`src/rtl/oscout_pwr_pkg.sv`:
```
package oscout_pwr_pkg;

    typedef enum logic [1:0] {
        P0_SELECT  = 2'd0,
        P0_DISABLE = 2'd1,
        P0_PDOWN   = 2'd2,
        P0_KILL    = 2'd3
    } pin0_role_e;

    typedef enum logic [1:0] {
        PS_WARM  = 2'd0,
        PS_RUN   = 2'd1,
        PS_DRAIN = 2'd2,
        PS_DOWN  = 2'd3
    } pwr_state_e;

    typedef struct packed {
        logic ref_want;
        logic main_want;
        logic sel_req;
        logic pd_req;
    } pin_req_t;

    function automatic pin0_role_e pin0_role(input logic en, input logic sel, input logic pdn);
        pin0_role_e r;
        if (pdn)
            r = P0_PDOWN;
        else if (en)
            r = P0_DISABLE;
        else if (sel)
            r = P0_SELECT;
        else
            r = P0_KILL;
        return r;
    endfunction

endpackage

```
`src/rtl/oscout_pin_decode.sv`:
```
module oscout_pin_decode
    import oscout_pwr_pkg::*;
(
    input  logic     clk,
    input  logic     rst,
    input  logic     pin0,
    input  logic     pin1,
    input  logic     cfg_en0,
    input  logic     cfg_sel0,
    input  logic     cfg_pdn0,
    input  logic     cfg_pdn1,
    input  logic     lvl_master,
    input  logic     lvl_scaled,
    output pin_req_t req,
    output logic     sel_q
);

    pin0_role_e role;
    logic       pd0;
    logic       pd1;

    always_comb begin
        role          = pin0_role(cfg_en0, cfg_sel0, cfg_pdn0);
        req.sel_req   = cfg_sel0;
        req.ref_want  = 1'b1;
        pd0           = 1'b0;
        unique case (role)
            P0_SELECT:  req.sel_req  = pin0;
            P0_DISABLE: req.ref_want = ~pin0;
            P0_PDOWN:   pd0          = pin0;
            P0_KILL: begin
                req.ref_want = 1'b0;
                pd0          = pin0;
            end
            default: req.ref_want = 1'b0;
        endcase
        pd1           = cfg_pdn1 & pin1;
        req.main_want = cfg_pdn1 | ~pin1;
        req.pd_req    = pd0 | pd1;
    end

    // Select moves only while both candidate clocks are low.
    always_ff @(posedge clk) begin
        if (rst)
            sel_q <= 1'b0;
        else if (!lvl_master && !lvl_scaled)
            sel_q <= req.sel_req;
    end

    AST_SEL_ON_LOW: assert property (@(posedge clk) disable iff (rst)
        !$stable(sel_q) |-> $past(!lvl_master && !lvl_scaled)) else $error("sel moved");

endmodule

```
`src/rtl/oscout_pd_filter.sv`:
```
module oscout_pd_filter #(
    parameter int PD_HOLD = 16
) (
    input  logic clk,
    input  logic rst,
    input  logic pd_req,
    output logic pd_ok
);

    localparam int CW = $clog2(PD_HOLD + 1);
    localparam logic [CW-1:0] HOLD_V = CW'(PD_HOLD);

    logic [CW-1:0] cnt;

    always_ff @(posedge clk) begin
        if (rst)
            cnt <= '0;
        else if (!pd_req)
            cnt <= '0;
        else if (cnt != HOLD_V)
            cnt <= cnt + 1'b1;
    end

    assign pd_ok = (cnt == HOLD_V);

    AST_PD_PERSIST: assert property (@(posedge clk) disable iff (rst)
        pd_ok |-> $past(pd_req)) else $error("pd without request");

endmodule

```
`src/rtl/oscout_pwr_seq.sv`:
```
module oscout_pwr_seq
    import oscout_pwr_pkg::*;
#(
    parameter int WARM_CYCLES = 8000
) (
    input  logic clk,
    input  logic rst,
    input  logic pd_ok,
    input  logic oe_any,
    output logic run_allow,
    output logic shutdown
);

    localparam int WW = $clog2(WARM_CYCLES + 1);
    localparam logic [WW-1:0] WARM_LAST = WW'(WARM_CYCLES - 1);

    pwr_state_e    state;
    logic [WW-1:0] wcnt;

    always_ff @(posedge clk) begin
        if (rst) begin
            state <= PS_WARM;
            wcnt  <= '0;
        end else begin
            unique case (state)
                PS_WARM: begin
                    if (pd_ok)
                        state <= PS_DRAIN;
                    else if (wcnt == WARM_LAST)
                        state <= PS_RUN;
                    else
                        wcnt <= wcnt + 1'b1;
                end
                PS_RUN: if (pd_ok) state <= PS_DRAIN;
                PS_DRAIN: begin
                    if (!pd_ok)
                        state <= PS_RUN;
                    else if (!oe_any)
                        state <= PS_DOWN;
                end
                PS_DOWN: begin
                    if (!pd_ok) begin
                        state <= PS_WARM;
                        wcnt  <= '0;
                    end
                end
                default: state <= PS_WARM;
            endcase
        end
    end

    assign run_allow = (state == PS_RUN);
    assign shutdown  = (state == PS_DOWN);

    AST_WARM_QUIET: assert property (@(posedge clk) disable iff (rst)
        (state == PS_WARM) |-> !oe_any) else $error("output on in warm-up");
    AST_DRAIN_FIRST: assert property (@(posedge clk) disable iff (rst)
        $rose(shutdown) |-> $past(!oe_any)) else $error("shutdown before drain");

endmodule

```
`src/rtl/oscout_oe_gate.sv`:
```
module oscout_oe_gate (
    input  logic clk,
    input  logic rst,
    input  logic want,
    input  logic lvl,
    output logic oe
);

    always_ff @(posedge clk) begin
        if (rst)
            oe <= 1'b0;
        else if (!lvl)
            oe <= want;
    end

    AST_OE_ON_LOW: assert property (@(posedge clk) disable iff (rst)
        !$stable(oe) |-> !$past(lvl)) else $error("enable moved while high");

endmodule

```
`src/rtl/oscout_pwr_ctl.sv`:
```
module oscout_pwr_ctl
    import oscout_pwr_pkg::*;
#(
    parameter int WARM_CYCLES = 8000,
    parameter int PD_HOLD     = 16
) (
    input  logic clk,
    input  logic rst,
    input  logic ref_master_i,
    input  logic ref_scaled_i,
    input  logic main_lvl_i,
    input  logic pin0_i,
    input  logic pin1_i,
    input  logic cfg_en0_i,
    input  logic cfg_sel0_i,
    input  logic cfg_pdn0_i,
    input  logic cfg_pdn1_i,
    output logic ref_oe_o,
    output logic ref_sel_o,
    output logic main_oe_o,
    output logic shutdown_o,
    output logic prog_inhibit_o
);

    localparam int NOUT = 2;

    pin_req_t        req;
    logic            sel_q;
    logic            pd_ok;
    logic            run_allow;
    logic            shut;
    logic [NOUT-1:0] want;
    logic [NOUT-1:0] lvl;
    logic [NOUT-1:0] oe;

    oscout_pin_decode u_dec (
        .clk        (clk),
        .rst        (rst),
        .pin0       (pin0_i),
        .pin1       (pin1_i),
        .cfg_en0    (cfg_en0_i),
        .cfg_sel0   (cfg_sel0_i),
        .cfg_pdn0   (cfg_pdn0_i),
        .cfg_pdn1   (cfg_pdn1_i),
        .lvl_master (ref_master_i),
        .lvl_scaled (ref_scaled_i),
        .req        (req),
        .sel_q      (sel_q)
    );

    oscout_pd_filter #(.PD_HOLD(PD_HOLD)) u_filt (
        .clk    (clk),
        .rst    (rst),
        .pd_req (req.pd_req),
        .pd_ok  (pd_ok)
    );

    oscout_pwr_seq #(.WARM_CYCLES(WARM_CYCLES)) u_seq (
        .clk       (clk),
        .rst       (rst),
        .pd_ok     (pd_ok),
        .oe_any    (|oe),
        .run_allow (run_allow),
        .shutdown  (shut)
    );

    // Index 0: reference output, index 1: main output.
    assign want[0] = run_allow & req.ref_want;
    assign want[1] = run_allow & req.main_want;
    assign lvl[0]  = sel_q ? ref_scaled_i : ref_master_i;
    assign lvl[1]  = main_lvl_i;

    for (genvar g = 0; g < NOUT; g++) begin : g_gate
        oscout_oe_gate u_gate (
            .clk  (clk),
            .rst  (rst),
            .want (want[g]),
            .lvl  (lvl[g]),
            .oe   (oe[g])
        );
    end

    assign ref_oe_o       = oe[0];
    assign main_oe_o      = oe[1];
    assign ref_sel_o      = sel_q;
    assign shutdown_o     = shut;
    assign prog_inhibit_o = shut;

    AST_SHUT_QUIET: assert property (@(posedge clk) disable iff (rst)
        shutdown_o |-> (!ref_oe_o && !main_oe_o)) else $error("output on in shutdown");
    AST_INHIBIT_TRACK: assert property (@(posedge clk) disable iff (rst)
        $rose(shutdown_o) |-> prog_inhibit_o) else $error("inhibit missing");

endmodule

```
`config.mk`:
```
export PLATFORM = sky130hd
export DESIGN_NAME = oscout_pwr_ctl
export DESIGN_NICKNAME = d
export VERILOG_FILES = /design/src/rtl/oscout_pwr_pkg.sv /design/src/rtl/oscout_pin_decode.sv /design/src/rtl/oscout_pd_filter.sv /design/src/rtl/oscout_pwr_seq.sv /design/src/rtl/oscout_oe_gate.sv /design/src/rtl/oscout_pwr_ctl.sv
export SDC_FILE = /design/constraint.sdc
export NUM_CORES = 1
export LEC_CHECK = 0
export BUFFER_PORTS_ARGS = -buffer_cell sky130_fd_sc_hd__buf_2
export CAP_MARGIN = 10
export CORE_AREA = 10 10 54 56
export CTS_BUF_LIST = sky130_fd_sc_hd__clkbuf_8
export DETAILED_ROUTE_END_ITERATION = 8
export DIE_AREA = 0 0 64 66
export PLACE_DENSITY = 0.84
export SLEW_MARGIN = 20
export SYNTH_ARGS = -nofsm -noshare
export SYNTH_HDL_FRONTEND = slang
export SYNTH_SLANG_ARGS = --single-unit
export TNS_END_PERCENT = 20
```
`constraint.sdc`:
```
create_clock -name clk -period 5.7 [get_ports clk]
set_clock_uncertainty 0.1 [all_clocks]
set_input_delay 1.14 -clock clk [delete_from_list [all_inputs] [get_ports clk]]
set_output_delay 1.14 -clock clk [all_outputs]
set_load 0.03 [all_outputs]
```
==> flow_summary.html <==
<table>
<tr><th>Metric</th><th>Value</th></tr>
<tr><th colspan="2">Detailed routing</th></tr>
<tr><td>Antenna-violating nets left</td><td>0</td></tr>
<tr><td>DR WL/cell</td><td>14.10 um</td></tr>
<tr><td>Via Count</td><td>1,092</td></tr>
<tr><td>Number of DRC violations after detailed routing</td><td>0</td></tr>
<tr><td>Vias per cell</td><td>5.935</td></tr>
<tr><td>Detailed-route wire length</td><td>2595 um</td></tr>
<tr><td>Pre-Repair DR Iteration Count</td><td>4</td></tr>
<tr><td>DRC violation total after the first TritonRoute iteration</td><td>52</td></tr>
<tr><th colspan="2">Synthesis</th></tr>
<tr><td>Yosys warns</td><td>0</td></tr>
<tr><td>Total of flip-flops plus latches after synthesis</td><td>23</td></tr>
<tr><td>Synthesized area</td><td>1164 um^2</td></tr>
<tr><td>Proportion of netlist area held by the largest area contributor</td><td>0.3957</td></tr>
<tr><td>Synth cell types</td><td>41</td></tr>
<tr><td>Multiplexer share of the synthesized area</td><td>0.01828</td></tr>
<tr><td>Post-synthesis compound-gate area fraction</td><td>0.1817</td></tr>
<tr><td>Synthesized net count</td><td>156</td></tr>
<tr><td>Synth Area in Adders</td><td>0.03226</td></tr>
<tr><td>Count of mapped cells out of synthesis</td><td>142</td></tr>
<tr><td>Main combinational cell family by area after synthesis</td><td>simple AND/OR/NAND/NOR gates</td></tr>
<tr><td>Xor-xnor portion of the synthesized cell area</td><td>0.02258</td></tr>
<tr><td>Synth Area in Simple Gates</td><td>0.3161</td></tr>
<tr><td>Top cells by area in the synthesized netlist</td><td>sky130_fd_sc_hd__dfxtp_1 40%, sky130_fd_sc_hd__nor2_1 5.8%, sky130_fd_sc_hd__a21oi_1 5.2%</td></tr>
<tr><td>Sequential element share of the synthesized area</td><td>0.3957</td></tr>
<tr><td>Dominant cell type by area after synthesis</td><td>sky130_fd_sc_hd__dfxtp_1</td></tr>
<tr><td>Syn Area/Cell</td><td>8.194 um^2</td></tr>
<tr><th colspan="2">Cells and area</th></tr>
<tr><td>Layout Utilization</td><td>0.6816</td></tr>
<tr><td>Final-layout fill cell count</td><td>151</td></tr>
<tr><td>FF+latch area</td><td>460.4 um^2</td></tr>
<tr><td>Non-filler cells, final</td><td>184</td></tr>
<tr><td>Antenna diode instance count</td><td>0</td></tr>
<tr><td>Area used by multi-input combinational logic</td><td>670.6 um^2</td></tr>
<tr><td>Final net count</td><td>172</td></tr>
<tr><td>Fraction of final layout cells sized beyond drive strength 1</td><td>0.1656</td></tr>
<tr><td>Layout overhead on the synthesized area</td><td>11.40%</td></tr>
<tr><th colspan="2">STA</th></tr>
<tr><td>Minimum clock period after layout</td><td>2.597 ns</td></tr>
<tr><td>Unrepaired setup endpoints after global routing</td><td>false</td></tr>
<tr><td>Ratio of final minimum period to clock period</td><td>0.4556</td></tr>
<tr><td>Maximum clock rate</td><td>385.0 MHz</td></tr>
<tr><td>WHS</td><td>0.3666 ns</td></tr>
<tr><td>Pins Over Slew Limit</td><td>0</td></tr>
<tr><td>Sum of negative setup slack</td><td>0 ns</td></tr>
<tr><td>Fin. Hold Viols</td><td>0</td></tr>
<tr><td>Finish-stage setup viols</td><td>0</td></tr>
<tr><td>Worst slew pin tran</td><td>0.7889 ns</td></tr>
<tr><td>Worst max-slew margin expressed relative to the limit</td><td>0.4665</td></tr>
<tr><th colspan="2">Setup path</th></tr>
<tr><td>R2R Path End</td><td>u_seq.wcnt[11]</td></tr>
<tr><td>Startpoint class of the critical path</td><td>flip-flop</td></tr>
<tr><td>Startpoint of the lowest-slack register-to-register path</td><td>u_filt.cnt[0]</td></tr>
<tr><td>Critical path required time</td><td>4.46 ns</td></tr>
<tr><td>CP cell instances</td><td>nand2_1, inv_1, buf_2</td></tr>
<tr><td>FF-to-FF setup slack</td><td>3.48 ns</td></tr>
<tr><td>Critical path type</td><td>flip-flop to output pin</td></tr>
<tr><td>Crit-path max cell delay</td><td>0.42 ns</td></tr>
<tr><td>FF-to-FF path depth</td><td>6</td></tr>
<tr><td>Standard cell with the maximum stage delay on the critical path</td><td>sky130_fd_sc_hd__dfxtp_1</td></tr>
<tr><td>CP endpoint kind</td><td>output pin</td></tr>
<tr><td>Maximum net fanout on the critical path</td><td>8</td></tr>
<tr><td>Worst EP arrival</td><td>1.36 ns</td></tr>
<tr><th colspan="2">Global routing</th></tr>
<tr><td>Global route total overflow</td><td>0</td></tr>
<tr><td>Initial antenna violation count</td><td>0</td></tr>
<tr><td>Number of global-route vias before repair</td><td>1,050</td></tr>
<tr><td>Largest net degree at the start of global routing</td><td>19</td></tr>
<tr><td>GRT Resource Usage Total</td><td>0.1277</td></tr>
<tr><td>Global-route wire length before repair</td><td>4471 um</td></tr>
<tr><th colspan="2">CTS</th></tr>
<tr><td>Post-CTS Repair Setup Buffers</td><td>0</td></tr>
<tr><td>Buffer depth of the longest clock path</td><td>2</td></tr>
<tr><td>TritonCTS clock tree</td><td>done</td></tr>
<tr><td>Clock slew at reported path FFs</td><td>0.08 ns</td></tr>
<tr><td>Hold bufs inserted after CTS</td><td>0</td></tr>
<tr><td>Clock latency of the later-clocked register in the worst-skew pair</td><td>0.26 ns</td></tr>
<tr><td>TritonCTS buffer count</td><td>3</td></tr>
<tr><td>CTS Root Buffer Type</td><td>sky130_fd_sc_hd__clkbuf_8</td></tr>
<tr><td>Total of cells resized after clock tree synthesis</td><td>0</td></tr>
<tr><td>Number of levels in the clock H-tree</td><td>1</td></tr>
<tr><td>Clock net sink count</td><td>23</td></tr>
<tr><th colspan="2">Floorplanning</th></tr>
<tr><td>Initial core utilization</td><td>0.6118</td></tr>
<tr><td>Count of standard-cell rows</td><td>16</td></tr>
<tr><td>Die Wd</td><td>64 um</td></tr>
<tr><td>Core area</td><td>1902 um^2</td></tr>
<tr><td>Vertical extent of the die</td><td>66 um</td></tr>
<tr><td>Overall die area</td><td>4224 um^2</td></tr>
<tr><td>Number of primary I/O pins</td><td>16</td></tr>
<tr><th colspan="2">Place</th></tr>
<tr><td>Number of instances in the placed design</td><td>180</td></tr>
<tr><td>Number of buffers added on ports</td><td>15</td></tr>
<tr><td>Half-perimeter wire length of the detailed placement result</td><td>1950 um</td></tr>
<tr><td>Gp weighted congestion</td><td>0.8554</td></tr>
<tr><th colspan="2">Worst hold path</th></tr>
<tr><td>Number of cells on the worst hold path</td><td>1</td></tr>
<tr><td>Hold Path Origin</td><td>u_seq.wcnt[11]</td></tr>
<tr><td>Hold worst-path end</td><td>u_seq.wcnt[11]</td></tr>
<tr><td>Worst min path class</td><td>flip-flop to flip-flop</td></tr>
<tr><th colspan="2">Power and ir drop</th></tr>
<tr><td>Cell leakage power</td><td>0.0004920 uW</td></tr>
<tr><td>Cell area power density</td><td>235.5 nW/um^2</td></tr>
<tr><td>Maximum resistive drop on vdd</td><td>0.1506 mV</td></tr>
<tr><th colspan="2">Flow run</th></tr>
<tr><td>Max-cap violations</td><td>0</td></tr>
<tr><th colspan="2">Status</th></tr>
<tr><td>Outcome</td><td>completed</td></tr>
</table>
==> critical path, delay by kind of cell, from the launching register on <==
| kind | cells | cell delay [ns] |
|---|---|---|
| buf+inv | 2 | 0.44 |
| flops | 1 | 0.42 |
| simple gates | 1 | 0.23 |
==> through the flow <==
stage | power, uW | setup slack [ns] | cell area [um^2]
final | 305.3 | 3.103 | 1296
after global routing | 319.2 | 3.005 | 1296
after CTS | 307.8 | 3.124 | 1290
after detailed placement | 209.1 | 3.286 | 1245
after global placement | 207.2 | 3.444 | 1245
after floorplan | 197.7 | 3.414 | 1164
==> power by group <==
part	switching, uW	internal [uW]	leakage [uW]
logic	19.5	14.8	0.000279
clock network	51.5	48.1	0.0000269
registers	5.45	166	0.000186
total	76.5	229	0.000492
==> per-layer routing <==
layer | part of all wire | GRT usage
met5 | 0 | 0
met4 | 0.013 | 0.06011
met3 | 0.035 | 0.02034
met2 | 0.52 | 0.2351
met1 | 0.43 | 0.1394
==> worst max-delay path by stage <==
stage,depth (start not counted),startpoint,to
6_report,3,u_seq.state[0],prog_inhibit_o
5_1_grt,3,u_seq.state[0],prog_inhibit_o
4_1_cts,3,u_seq.state[0],prog_inhibit_o
3_5_place_dp,7,u_filt.cnt[0],u_seq.wcnt[11]
3_3_place_gp,3,u_seq.state[0],prog_inhibit_o
2_1_floorplan,3,u_seq.state[0],shutdown_o
==> Yosys cell counts (all sizes together) <==
master,n
inv,3
a21oi,12
or4,2
mux2i,1
or2,1
o21ai,10
buf,3
nand3b,2
mux2,1
a311oi,1
or4bb,1
nor2,18
ha,3
o21a,1
a21o,2
or3,4
nand2b,2
o311ai,2
xnor2,1
dfxtp,23
nand2,13
or3b,1
nor3,4
and4,3
xor2,2
and4b,1
o41ai,1
clkbuf,1
nor2b,1
nand3,12
nand4,1
nor4bb,1
nor4,2
o31ai,4
a31oi,2
==> state kept, by name (all words and copies together), names as in the netlist <==
signal / flops
u_filt.cnt: 5
u_seq.state: 2
u_seq.wcnt: 13
u_dec.sel_q: 1
g_gate.u_gate.oe: 2
==> cells by family (layout without fill, tap and decap cells) <==
| group | Yosys count | after routing |
|---|---|---|
| xor gates and xnor gates | 3 | 3 |
| AOI/OAI and AO/OA | 35 | 35 |
| buffers and inverters | 7 | 22 |
| and+or+nand+nor | 69 | 69 |
| adders and majority gates | 3 | 3 |
| DFF | 23 | 23 |
| muxes | 2 | 2 |
==> area by class of cell <==
cell class	count	area share
clock buffers	3	0.03185
multi-input cells	112	0.5174
clock inverters	1	0.002896
well taps	27	0.02606
inverters	3	0.008687
repair buffers	15	0.05792
flip-flops and latches	23	0.3552
==> cell usage in the layout (no fill, tap or decap) <==
master	Yosys	layout
sky130_fd_sc_hd__a21o_1	1	1
sky130_fd_sc_hd__a21o_2	1	1
sky130_fd_sc_hd__a21oi_1	12	12
sky130_fd_sc_hd__a311oi_1	1	1
sky130_fd_sc_hd__a31oi_1	2	2
sky130_fd_sc_hd__and4_1	3	3
sky130_fd_sc_hd__and4b_1	1	1
sky130_fd_sc_hd__buf_2	1	15
sky130_fd_sc_hd__clkbuf_8	0	3
sky130_fd_sc_hd__dfxtp_1	23	23
sky130_fd_sc_hd__ha_1	3	3
sky130_fd_sc_hd__inv_1	3	4
sky130_fd_sc_hd__mux2_2	1	1
sky130_fd_sc_hd__mux2i_1	1	1
sky130_fd_sc_hd__nand2_1	13	13
sky130_fd_sc_hd__nand2b_1	2	2
sky130_fd_sc_hd__nand3_1	12	12
sky130_fd_sc_hd__nand3b_1	2	2
sky130_fd_sc_hd__nand4_1	1	1
sky130_fd_sc_hd__nor2_1	18	18
sky130_fd_sc_hd__nor2b_1	1	1
sky130_fd_sc_hd__nor3_1	4	4
sky130_fd_sc_hd__nor4_1	2	2
sky130_fd_sc_hd__nor4bb_2	0	1
sky130_fd_sc_hd__o21a_1	1	1
sky130_fd_sc_hd__o21ai_0	9	9
sky130_fd_sc_hd__o21ai_1	1	1
sky130_fd_sc_hd__o311ai_0	2	2
sky130_fd_sc_hd__o31ai_1	4	4
sky130_fd_sc_hd__o41ai_1	1	1
sky130_fd_sc_hd__or2_2	1	1
sky130_fd_sc_hd__or3_1	3	3
sky130_fd_sc_hd__or3_2	1	1
sky130_fd_sc_hd__or3b_2	1	1
sky130_fd_sc_hd__or4_1	1	1
sky130_fd_sc_hd__or4_4	1	1
sky130_fd_sc_hd__or4bb_2	1	1
sky130_fd_sc_hd__xnor2_1	1	1
sky130_fd_sc_hd__xor2_1	2	2
(Power assumes the default switching activity.)
